## src/rtl/pwm_steer_pkg.sv

```systemverilog
package pwm_steer_pkg;

    localparam int unsigned NPIN = 4;

    typedef enum logic [1:0] {
        STEER_SINGLE = 2'b00,
        STEER_FWD    = 2'b01,
        STEER_HALF   = 2'b10,
        STEER_REV    = 2'b11
    } steer_cfg_e;

    typedef struct packed {
        logic       pwm_on;
        logic [1:0] pol;
        steer_cfg_e cfg;
    } steer_sh_s;

endpackage

```

## src/rtl/pwm_steer_shadow.sv

```systemverilog
module pwm_steer_shadow
    import pwm_steer_pkg::*;
#(
    parameter int unsigned DB_W = 6
) (
    input  logic            clk_i,
    input  logic            rst_ni,
    input  logic            enable_i,
    input  logic            period_start_i,
    input  logic [3:0]      mode_i,
    input  logic [1:0]      steer_cfg_i,
    input  logic [DB_W-1:0] dead_i,
    output logic            en_o,
    output steer_sh_s       sh_o,
    output logic [DB_W-1:0] dead_o
);

    typedef struct packed {
        logic            en;
        steer_sh_s       sh;
        logic [DB_W-1:0] dead;
    } shadow_t;

    shadow_t s_d, s_q;

    always_comb begin
        s_d    = s_q;
        s_d.en = enable_i;
        if (!enable_i || period_start_i) begin
            s_d.sh.pwm_on = (mode_i[3:2] == 2'b11);
            s_d.sh.pol    = mode_i[1:0];
            s_d.sh.cfg    = steer_cfg_e'(steer_cfg_i);
            s_d.dead      = dead_i;
        end
    end

    always_ff @(posedge clk_i or negedge rst_ni) begin
        if (!rst_ni) s_q <= '0;
        else         s_q <= s_d;
    end

    assign en_o   = s_q.en;
    assign sh_o   = s_q.sh;
    assign dead_o = s_q.dead;

endmodule

```

## src/rtl/pwm_steer_deadband.sv

```systemverilog
module pwm_steer_deadband #(
    parameter int unsigned DB_W = 6
) (
    input  logic            clk_i,
    input  logic            rst_ni,
    input  logic            hb_en_i,
    input  logic            target_i,
    input  logic [DB_W-1:0] dead_i,
    output logic            a_act_o,
    output logic            b_act_o
);

    localparam logic [DB_W-1:0] CNT_ONE = DB_W'(1);

    typedef struct packed {
        logic            a;
        logic            b;
        logic [DB_W-1:0] cnt;
    } db_t;

    db_t s_d, s_q;

    always_comb begin
        s_d = s_q;
        if (!hb_en_i) begin
            s_d = '0;
        end else if (s_q.a && !target_i) begin
            s_d.a = 1'b0;
            if (dead_i == '0) s_d.b = 1'b1;
            else              s_d.cnt = CNT_ONE;
        end else if (s_q.b && target_i) begin
            s_d.b = 1'b0;
            if (dead_i == '0) s_d.a = 1'b1;
            else              s_d.cnt = CNT_ONE;
        end else if (!s_q.a && !s_q.b) begin
            if (s_q.cnt >= dead_i) begin
                s_d.a = target_i;
                s_d.b = !target_i;
            end else begin
                s_d.cnt = s_q.cnt + CNT_ONE;
            end
        end
    end

    always_ff @(posedge clk_i or negedge rst_ni) begin
        if (!rst_ni) s_q <= '0;
        else         s_q <= s_d;
    end

    assign a_act_o = s_q.a;
    assign b_act_o = s_q.b;

    // the complementary pair never overlaps
    assert_no_overlap_R7: assert property (@(posedge clk_i) disable iff (!rst_ni)
        !(s_q.a && s_q.b));

    // a nonzero dead band forbids the opposite side turning on at once
    assert_gap_after_a_R7: assert property (@(posedge clk_i) disable iff (!rst_ni)
        ($fell(s_q.a) && $past(dead_i) != '0) |-> !s_q.b);

    assert_gap_after_b_R7: assert property (@(posedge clk_i) disable iff (!rst_ni)
        ($fell(s_q.b) && $past(dead_i) != '0) |-> !s_q.a);

endmodule

```

## src/rtl/pwm_steer_route.sv

```systemverilog
module pwm_steer_route
    import pwm_steer_pkg::*;
(
    input  logic            en_i,
    input  steer_sh_s       sh_i,
    input  logic            mod_i,
    input  logic            a_act_i,
    input  logic            b_act_i,
    output logic [NPIN-1:0] pin_o,
    output logic [NPIN-1:0] oe_o
);

    logic [NPIN-1:0] act;
    logic [NPIN-1:0] used;

    // Active (polarity-free) level and usage for each pin; bit 0 = A .. bit 3 = D
    always_comb begin
        act  = '0;
        used = '0;
        unique case (sh_i.cfg)
            STEER_SINGLE: begin
                act  = {3'b000, mod_i};
                used = 4'b0001;
            end
            STEER_FWD: begin
                act  = {mod_i, 2'b00, 1'b1};
                used = 4'b1111;
            end
            STEER_HALF: begin
                act  = {2'b00, b_act_i, a_act_i};
                used = 4'b0011;
            end
            STEER_REV: begin
                act  = {1'b0, 1'b1, mod_i, 1'b0};
                used = 4'b1111;
            end
            default: begin
                act  = '0;
                used = '0;
            end
        endcase
    end

    for (genvar p = 0; p < NPIN; p++) begin : g_pin
        localparam bit PAIR_AC = ((p % 2) == 0);
        logic low_lvl;
        logic drive;
        assign low_lvl  = PAIR_AC ? sh_i.pol[1] : sh_i.pol[0];
        assign drive    = en_i && sh_i.pwm_on && used[p];
        assign oe_o[p]  = drive;
        assign pin_o[p] = !sh_i.pwm_on ? 1'b0 :
                          drive        ? (act[p] ^ low_lvl) : low_lvl;
    end

endmodule

```

## src/rtl/pwm_steer.sv

```systemverilog
module pwm_steer
    import pwm_steer_pkg::*;
#(
    parameter int unsigned DB_W = 6
) (
    input  logic            clk_i,
    input  logic            rst_ni,
    input  logic            enable_i,
    input  logic            period_start_i,
    input  logic            pwm_i,
    input  logic [3:0]      mode_i,
    input  logic [1:0]      steer_cfg_i,
    input  logic [DB_W-1:0] dead_i,
    output logic [3:0]      pin_o,
    output logic [3:0]      pin_oe_o
);

    typedef struct packed {
        logic mod;
    } top_t;

    top_t            t_d, t_q;
    logic            en_q;
    steer_sh_s       sh_q;
    logic [DB_W-1:0] dead_q;
    logic            hb_en;
    logic            a_act, b_act;

    pwm_steer_shadow #(.DB_W(DB_W)) u_shadow (
        .clk_i          (clk_i),
        .rst_ni         (rst_ni),
        .enable_i       (enable_i),
        .period_start_i (period_start_i),
        .mode_i         (mode_i),
        .steer_cfg_i    (steer_cfg_i),
        .dead_i         (dead_i),
        .en_o           (en_q),
        .sh_o           (sh_q),
        .dead_o         (dead_q)
    );

    always_comb begin
        t_d     = t_q;
        t_d.mod = pwm_i;
    end

    always_ff @(posedge clk_i or negedge rst_ni) begin
        if (!rst_ni) t_q <= '0;
        else         t_q <= t_d;
    end

    assign hb_en = en_q && sh_q.pwm_on && (sh_q.cfg == STEER_HALF);

    pwm_steer_deadband #(.DB_W(DB_W)) u_deadband (
        .clk_i    (clk_i),
        .rst_ni   (rst_ni),
        .hb_en_i  (hb_en),
        .target_i (pwm_i),
        .dead_i   (dead_q),
        .a_act_o  (a_act),
        .b_act_o  (b_act)
    );

    pwm_steer_route u_route (
        .en_i    (en_q),
        .sh_i    (sh_q),
        .mod_i   (t_q.mod),
        .a_act_i (a_act),
        .b_act_i (b_act),
        .pin_o   (pin_o),
        .oe_o    (pin_oe_o)
    );

    assert_off_no_drive_R9: assert property (@(posedge clk_i) disable iff (!rst_ni)
        !en_q |-> (pin_oe_o == 4'b0000));

    assert_not_pwm_quiet_R10: assert property (@(posedge clk_i) disable iff (!rst_ni)
        !sh_q.pwm_on |-> (pin_o == 4'b0000 && pin_oe_o == 4'b0000));

    assert_pins_exclusive_R7: assert property (@(posedge clk_i) disable iff (!rst_ni)
        hb_en |-> !((pin_o[0] ^ sh_q.pol[1]) && (pin_o[1] ^ sh_q.pol[0])));

    assert_oe_held_mid_period_R8: assert property (@(posedge clk_i) disable iff (!rst_ni)
        (enable_i && !period_start_i && en_q) |=> $stable(pin_oe_o));

endmodule

```

## config.mk

```make
export PLATFORM = sky130hd
export DESIGN_NAME = pwm_steer
export DESIGN_NICKNAME = d
export VERILOG_FILES = /design/src/rtl/pwm_steer_pkg.sv /design/src/rtl/pwm_steer_shadow.sv /design/src/rtl/pwm_steer_deadband.sv /design/src/rtl/pwm_steer_route.sv /design/src/rtl/pwm_steer.sv
export SDC_FILE = /design/constraint.sdc
export NUM_CORES = 1
export LEC_CHECK = 0
export BUFFER_PORTS_ARGS = -buffer_cell sky130_fd_sc_hd__buf_4
export CAP_MARGIN = 10
export CORE_UTILIZATION = 30
export DETAILED_ROUTE_END_ITERATION = 8
export MAX_ROUTING_LAYER = met4
export PLACE_DENSITY_LB_ADDON = 0.12
export SLEW_MARGIN = 5
export SYNTH_ARGS = -nofsm -noshare
export SYNTH_HDL_FRONTEND = slang
export SYNTH_SLANG_ARGS = --single-unit
```

## constraint.sdc

```tcl
create_clock -name clk_i -period 6 [get_ports clk_i]
set_clock_uncertainty 0.1 [all_clocks]
set_input_delay 1.8 -clock clk_i [delete_from_list [all_inputs] [get_ports clk_i]]
set_output_delay 1.8 -clock clk_i [all_outputs]
set_load 0.05 [all_outputs]
```

# After elaboration in Yosys (flattened, before gate mapping)
# Index checks and enable logic that the tools add are counted.
# word_totals
ff_bits	21
in_bits	17
output_inout_bits	8
word_cells	62
# classes
add_sub_neg	1
magnitude_cmp	1
eq_ne	9
muxes	18
bitwise_logic	4
n_reduce_logical	20
# ops
cell	count
2-to-1 mux 8 bit	4
!= test 4 bit, second input constant	4
one-hot mux 4 bit (4 select lines)	1
2-to-1 mux 6 bit	2
one-hot mux 4 bit (3 select lines)	1
logical AND 1 bit	9
2-to-1 mux 1 bit	9
adder 6 x 1 -> 6 bit, second input constant	1
equality test 2 bit, second input constant	3
>= comparator 6 bit	1
zero test 6 bit	1
AND reduction 3 bit	2
zero test 1 bit	4
XOR 1 bit	4
!= test 3 bit, second input constant	1
equality test 2 x 1 -> 1 bit, second input constant	1
zero test 2 bit	1
2-to-1 mux 2 bit	1
AND reduction 2 bit	1
OR reduction 2 bit	1
logical OR 1 bit	1

# Longest topological paths before layout
# depth
depth_word	6
depth_mapped	6
depth_no_buf	6

# Cells and area by module
# Synthesis repeated with hierarchy kept, for this count alone.
# unflattened
cells_unflattened	123
hier_area_um2	1322.5
# by_module_without_submodules
module	instances	cells_per_inst	area_per_inst_um2	seq_area_each_um2
pwm_steer_deadband	1	68	640.6	200.2
pwm_steer_shadow	1	27	489.2	300.3
pwm_steer_route	1	26	157.7	0.0
pwm_steer	1	2	35.0	25.0

# Worst setup path after synthesis
# Ideal clock, no wire load.
# synth_timing
kind	reg-to-output
start	register u_shadow.s_q, in the netlist u_shadow.sh_o[0]
end	output pin_o[1]
t_arrival_ns	1.581
required_time_ns	4.100
setup_slack_ns	2.519
path_stages_with_launch	6
path_buffers	1
path_cell_list	dfrtp_1 > buf_2 > mux2_2 > nand3_1 > xor2_1 > nor2_1
# synth_via
elab_chain_cells	6
elab_cells_between_ends	11
cone_classes	eq/ne: 3; mux: 4; bitwise: 1; reduce/logical: 3
# synth_lines
item	line	rtl
start, declared	pwm_steer_shadow.sv:24	shadow_t s_d, s_q;
start signal, assigned	pwm_steer_shadow.sv:38	if (!rst_ni) s_q <= '0;
start signal, assigned	pwm_steer_shadow.sv:39	else s_q <= s_d;
equality test 2 x 1 -> 1 bit / equality test 2 bit (equally long branches)	pwm_steer_route.sv:20	unique case (sh_i.cfg)
OR reduction 2 bit (no source line)	n/a	
one-hot mux 4 bit (3 select lines)	pwm_steer_route.sv:20	
logical AND 1 bit	pwm_steer_route.sv:49	assign drive = en_i && sh_i.pwm_on && used[p];
2-to-1 mux 1 bit *	pwm_steer_route.sv:52	drive ? (act[p] ^ low_lvl) : low_lvl;
2-to-1 mux 1 bit *	pwm_steer_route.sv:51	assign pin_o[p] = !sh_i.pwm_on ? 1'b0 :
end, declared	pwm_steer.sv:14	output logic [3:0] pin_o,
# Mark *: on every way between the ends. The rest lies on a longest branch, timed or not. The select of a mux whose other input is x is not followed.

# Worst setup path in the final report
# Ends and elaborated chain as after synthesis.

==> metrics.txt <==
final core utilization 0.369; postcts setup bufs 0; largest cells by area after synthesis dfrtp_1 39%, ha_1 6.4%, mux2_2 5.8%; Yosys top cell area share 0.386; Worst Reg-to-Reg Cells 5; Reg-to-Reg End u_deadband.s_q[1]; number of global-route vias before repair 1180; Initial Util 0.312; crit share post-route 0.591; cts hold-fix bufs 0; Placement Cell Area approximately 1600 sq um; Hold Vio Cnt, Final 0; status complete, no violations; Final Slew Violations 0; clock sinks 21; global-route wire length before repair 5.70 mm; Critical Path End Type output pin; slew margin rel. 0.593; worst hold path depth 1; Worst-Skew Late Latency around 0.27 ns; CTS tree done; CP Class flop to output pin; area grow syn2layout 18.1%; Mapped Area 1360 sq um; layout cell share with drive strength beyond 1 0.263; Crit Path Max Fanout 9; Worst Hold End u_shadow.dead_o[0]; Final Total Pwr 0.316 mW; worst hold margin between 0.4 and 0.5 ns; root buffer cell clkbuf_8; gate count after technology mapping 140; post-synthesis sequential area ratio 0.386; Max-cap violations 0; fin crit period 3.55 ns; core area 4350 sq um; worst vdd ir 0.0868 mV; Worst EP required approximately 4.1 ns; # resized after CTS 0; setup_tns 0 ns; RSZ-0062 raised after global routing no; clk buf depth 2; HP Start u_shadow.dead_o[0]; Die X-Extent 69.3 um; Pleak about 0.74 nW; HPWL Detailed 2.45 mm; I/O Buffers 24; largest net degree at the start of global routing 22; Vias 1088; Clock transition at path regs 0.09 ns; Setup Viol. Count Final 0; CTS H-tree depth 1; Overflow after GRT 0; Distinct cells, synth 40; Worst R2R Setup Slack 3.75 ns; max incr delay on CP roughly 0.51 ns; CTS buffer count 3; total length of routed wires between 3 and 4 mm; crit path cell chain mux2_2 > nand3_1 > xor2_1 > nor2_1 > buf_4; all-layer global routing usage 0.155; Slew @ Worst Pin 0.610 ns; initial antenna violation count 0; CP startpoint kind flop; num rows 24; Hold Crit Class flop to flop; Wirelength per Cell 15.1 um; # IOs 25; Mapped Nets roughly 160; chip height between 60 and 70 um; Largest delay share family, worst path flip-flops; Design Area, Final 1610 sq um; Post-Synthesis Mean Instance Area a little under 10 sq um; ant diodes 0; WP buf/inv 1; Max Clk Rate 282 MHz; Detailed Route Iter0 Violations 46; synth warn 0; worst path arrival time 1.65 ns; crit path max-delay cell type dfrtp_1; ANT nets after route 0; Yosys top cell by area dfrtp_1; power per cell area between 150 and 200 nW/um^2; reg2reg start u_deadband.s_q[5]; vias per cell roughly 5.1; #FFs+latches synth 21; Residual DRC 0; Layout Nets 185; drt first pass iters 4; Die Footprint 4810 sq um; GPL Wtd Cong 0.856
==> worst max-delay path by stage <==
| stage | from | end | slack [ns] | cells after the start |
|---|---|---|---|---|
| floorplan | u_shadow.sh_o[0] | pin_o[1] | 2.52 | 5 |
| global placement | u_shadow.sh_o[0] | pin_o[1] | 2.78 | 5 |
| detailed placement | u_shadow.sh_o[0] | pin_o[1] | 2.77 | 5 |
| CTS | u_shadow.sh_o[0] | pin_o[1] | 2.45 | 5 |
| global route | u_shadow.sh_o[0] | pin_o[0] | 2.37 | 5 |
| finish | u_shadow.sh_o[0] | pin_o[1] | 2.45 | 5 |
==> where the power goes <==
part           internal (mW)  total [mW]  switching (mW)
clock network         0.0471      0.0996          0.0526
logic                 0.0248      0.0596          0.0348
registers              0.148       0.157         0.00812
total                  0.220       0.316          0.0955
==> cells by family after synthesis <==
group / share of synthesized area
DFF: 0.386
and+or+nand+nor: 0.220
muxes: 0.0653
AOI/OAI and AO/OA: 0.181
xor gates and xnor gates: 0.0258
buffers and inverters: 0.0570
adders and majority gates: 0.0644
==> per-stage QoR <==
stage | cells | setup WS (ns)
after global routing | 212 | 2.37
final | 212 | 2.45
after CTS | 212 | 2.45
after floorplan | 140 | 2.52
after detailed placement | 208 | 2.77
after global placement | 208 | 2.78
==> cell type report <==
cell class,instances,area (sq um)
fillers,439,2750
clock inverters,1,7.51
inverters,8,30.0
multi-input cells,103,757
well taps,52,65.1
flip-flops and latches,21,526
clock buffers,3,41.3
repair buffers,24,180
==> worst register-to-register path, cell delays in order, from the launching register on <==
cell and delay [ns]:
dfrtp_1 0.43, ha_1 0.36, a2111oi_4 0.33, o21ai_0 0.27, a21oi_1 0.46, mux2i_1 0.24
==> sequential cells by signal, indices dropped and copies added, names as in the netlist <==
signal	cells
u_shadow.sh_o	5
u_deadband.a_act_o	1
t_q	1
u_deadband.s_q	6
u_shadow.dead_o	6
u_shadow.en_o	1
u_deadband.b_act_o	1
==> cells in the final DEF (no fill, tap or decap), drive strengths merged, types with 3 or more instances in the layout <==
cell / count
a21oi: 3
o2111ai: 3
buf: 24
xor2: 3
o211ai: 5
mux2: 7
a2111oi: 3
nand2: 19
nand3b: 3
clkbuf: 3
dfrtp: 21
o21ai: 8
nor2: 10
ha: 7
inv: 8
nand3: 6
==> routing by layer <==
layer,GRT usage,part of all wire,vias up
li1,-,-,540
met1,0.192,0.48,522
met4,0.0544,0.016,0
met2,0.254,0.47,21
met3,0.0291,0.033,5
met5,-,0,-
==> synth_stat cells (all sizes together) <==
library cell  count
a2111o            1
a2111oi           3
a211oi            2
a21boi            1
a21o              1
a21oi             3
and3              1
and3b             1
buf               6
clkbuf            2
dfrtp            21
ha                7
inv               8
mux2              7
mux2i             1
nand2            19
nand2b            2
nand3             6
nand3b            3
nand4             1
nand4b            1
nor2             10
nor2b             2
nor3b             1
nor4b             2
o2111ai           3
o211a             2
o211ai            5
o21a              1
o21ai             8
o21bai            1
or2               2
or3               1
or4               1
xnor2             1
xor2              3
(Power assumes the default switching activity.)
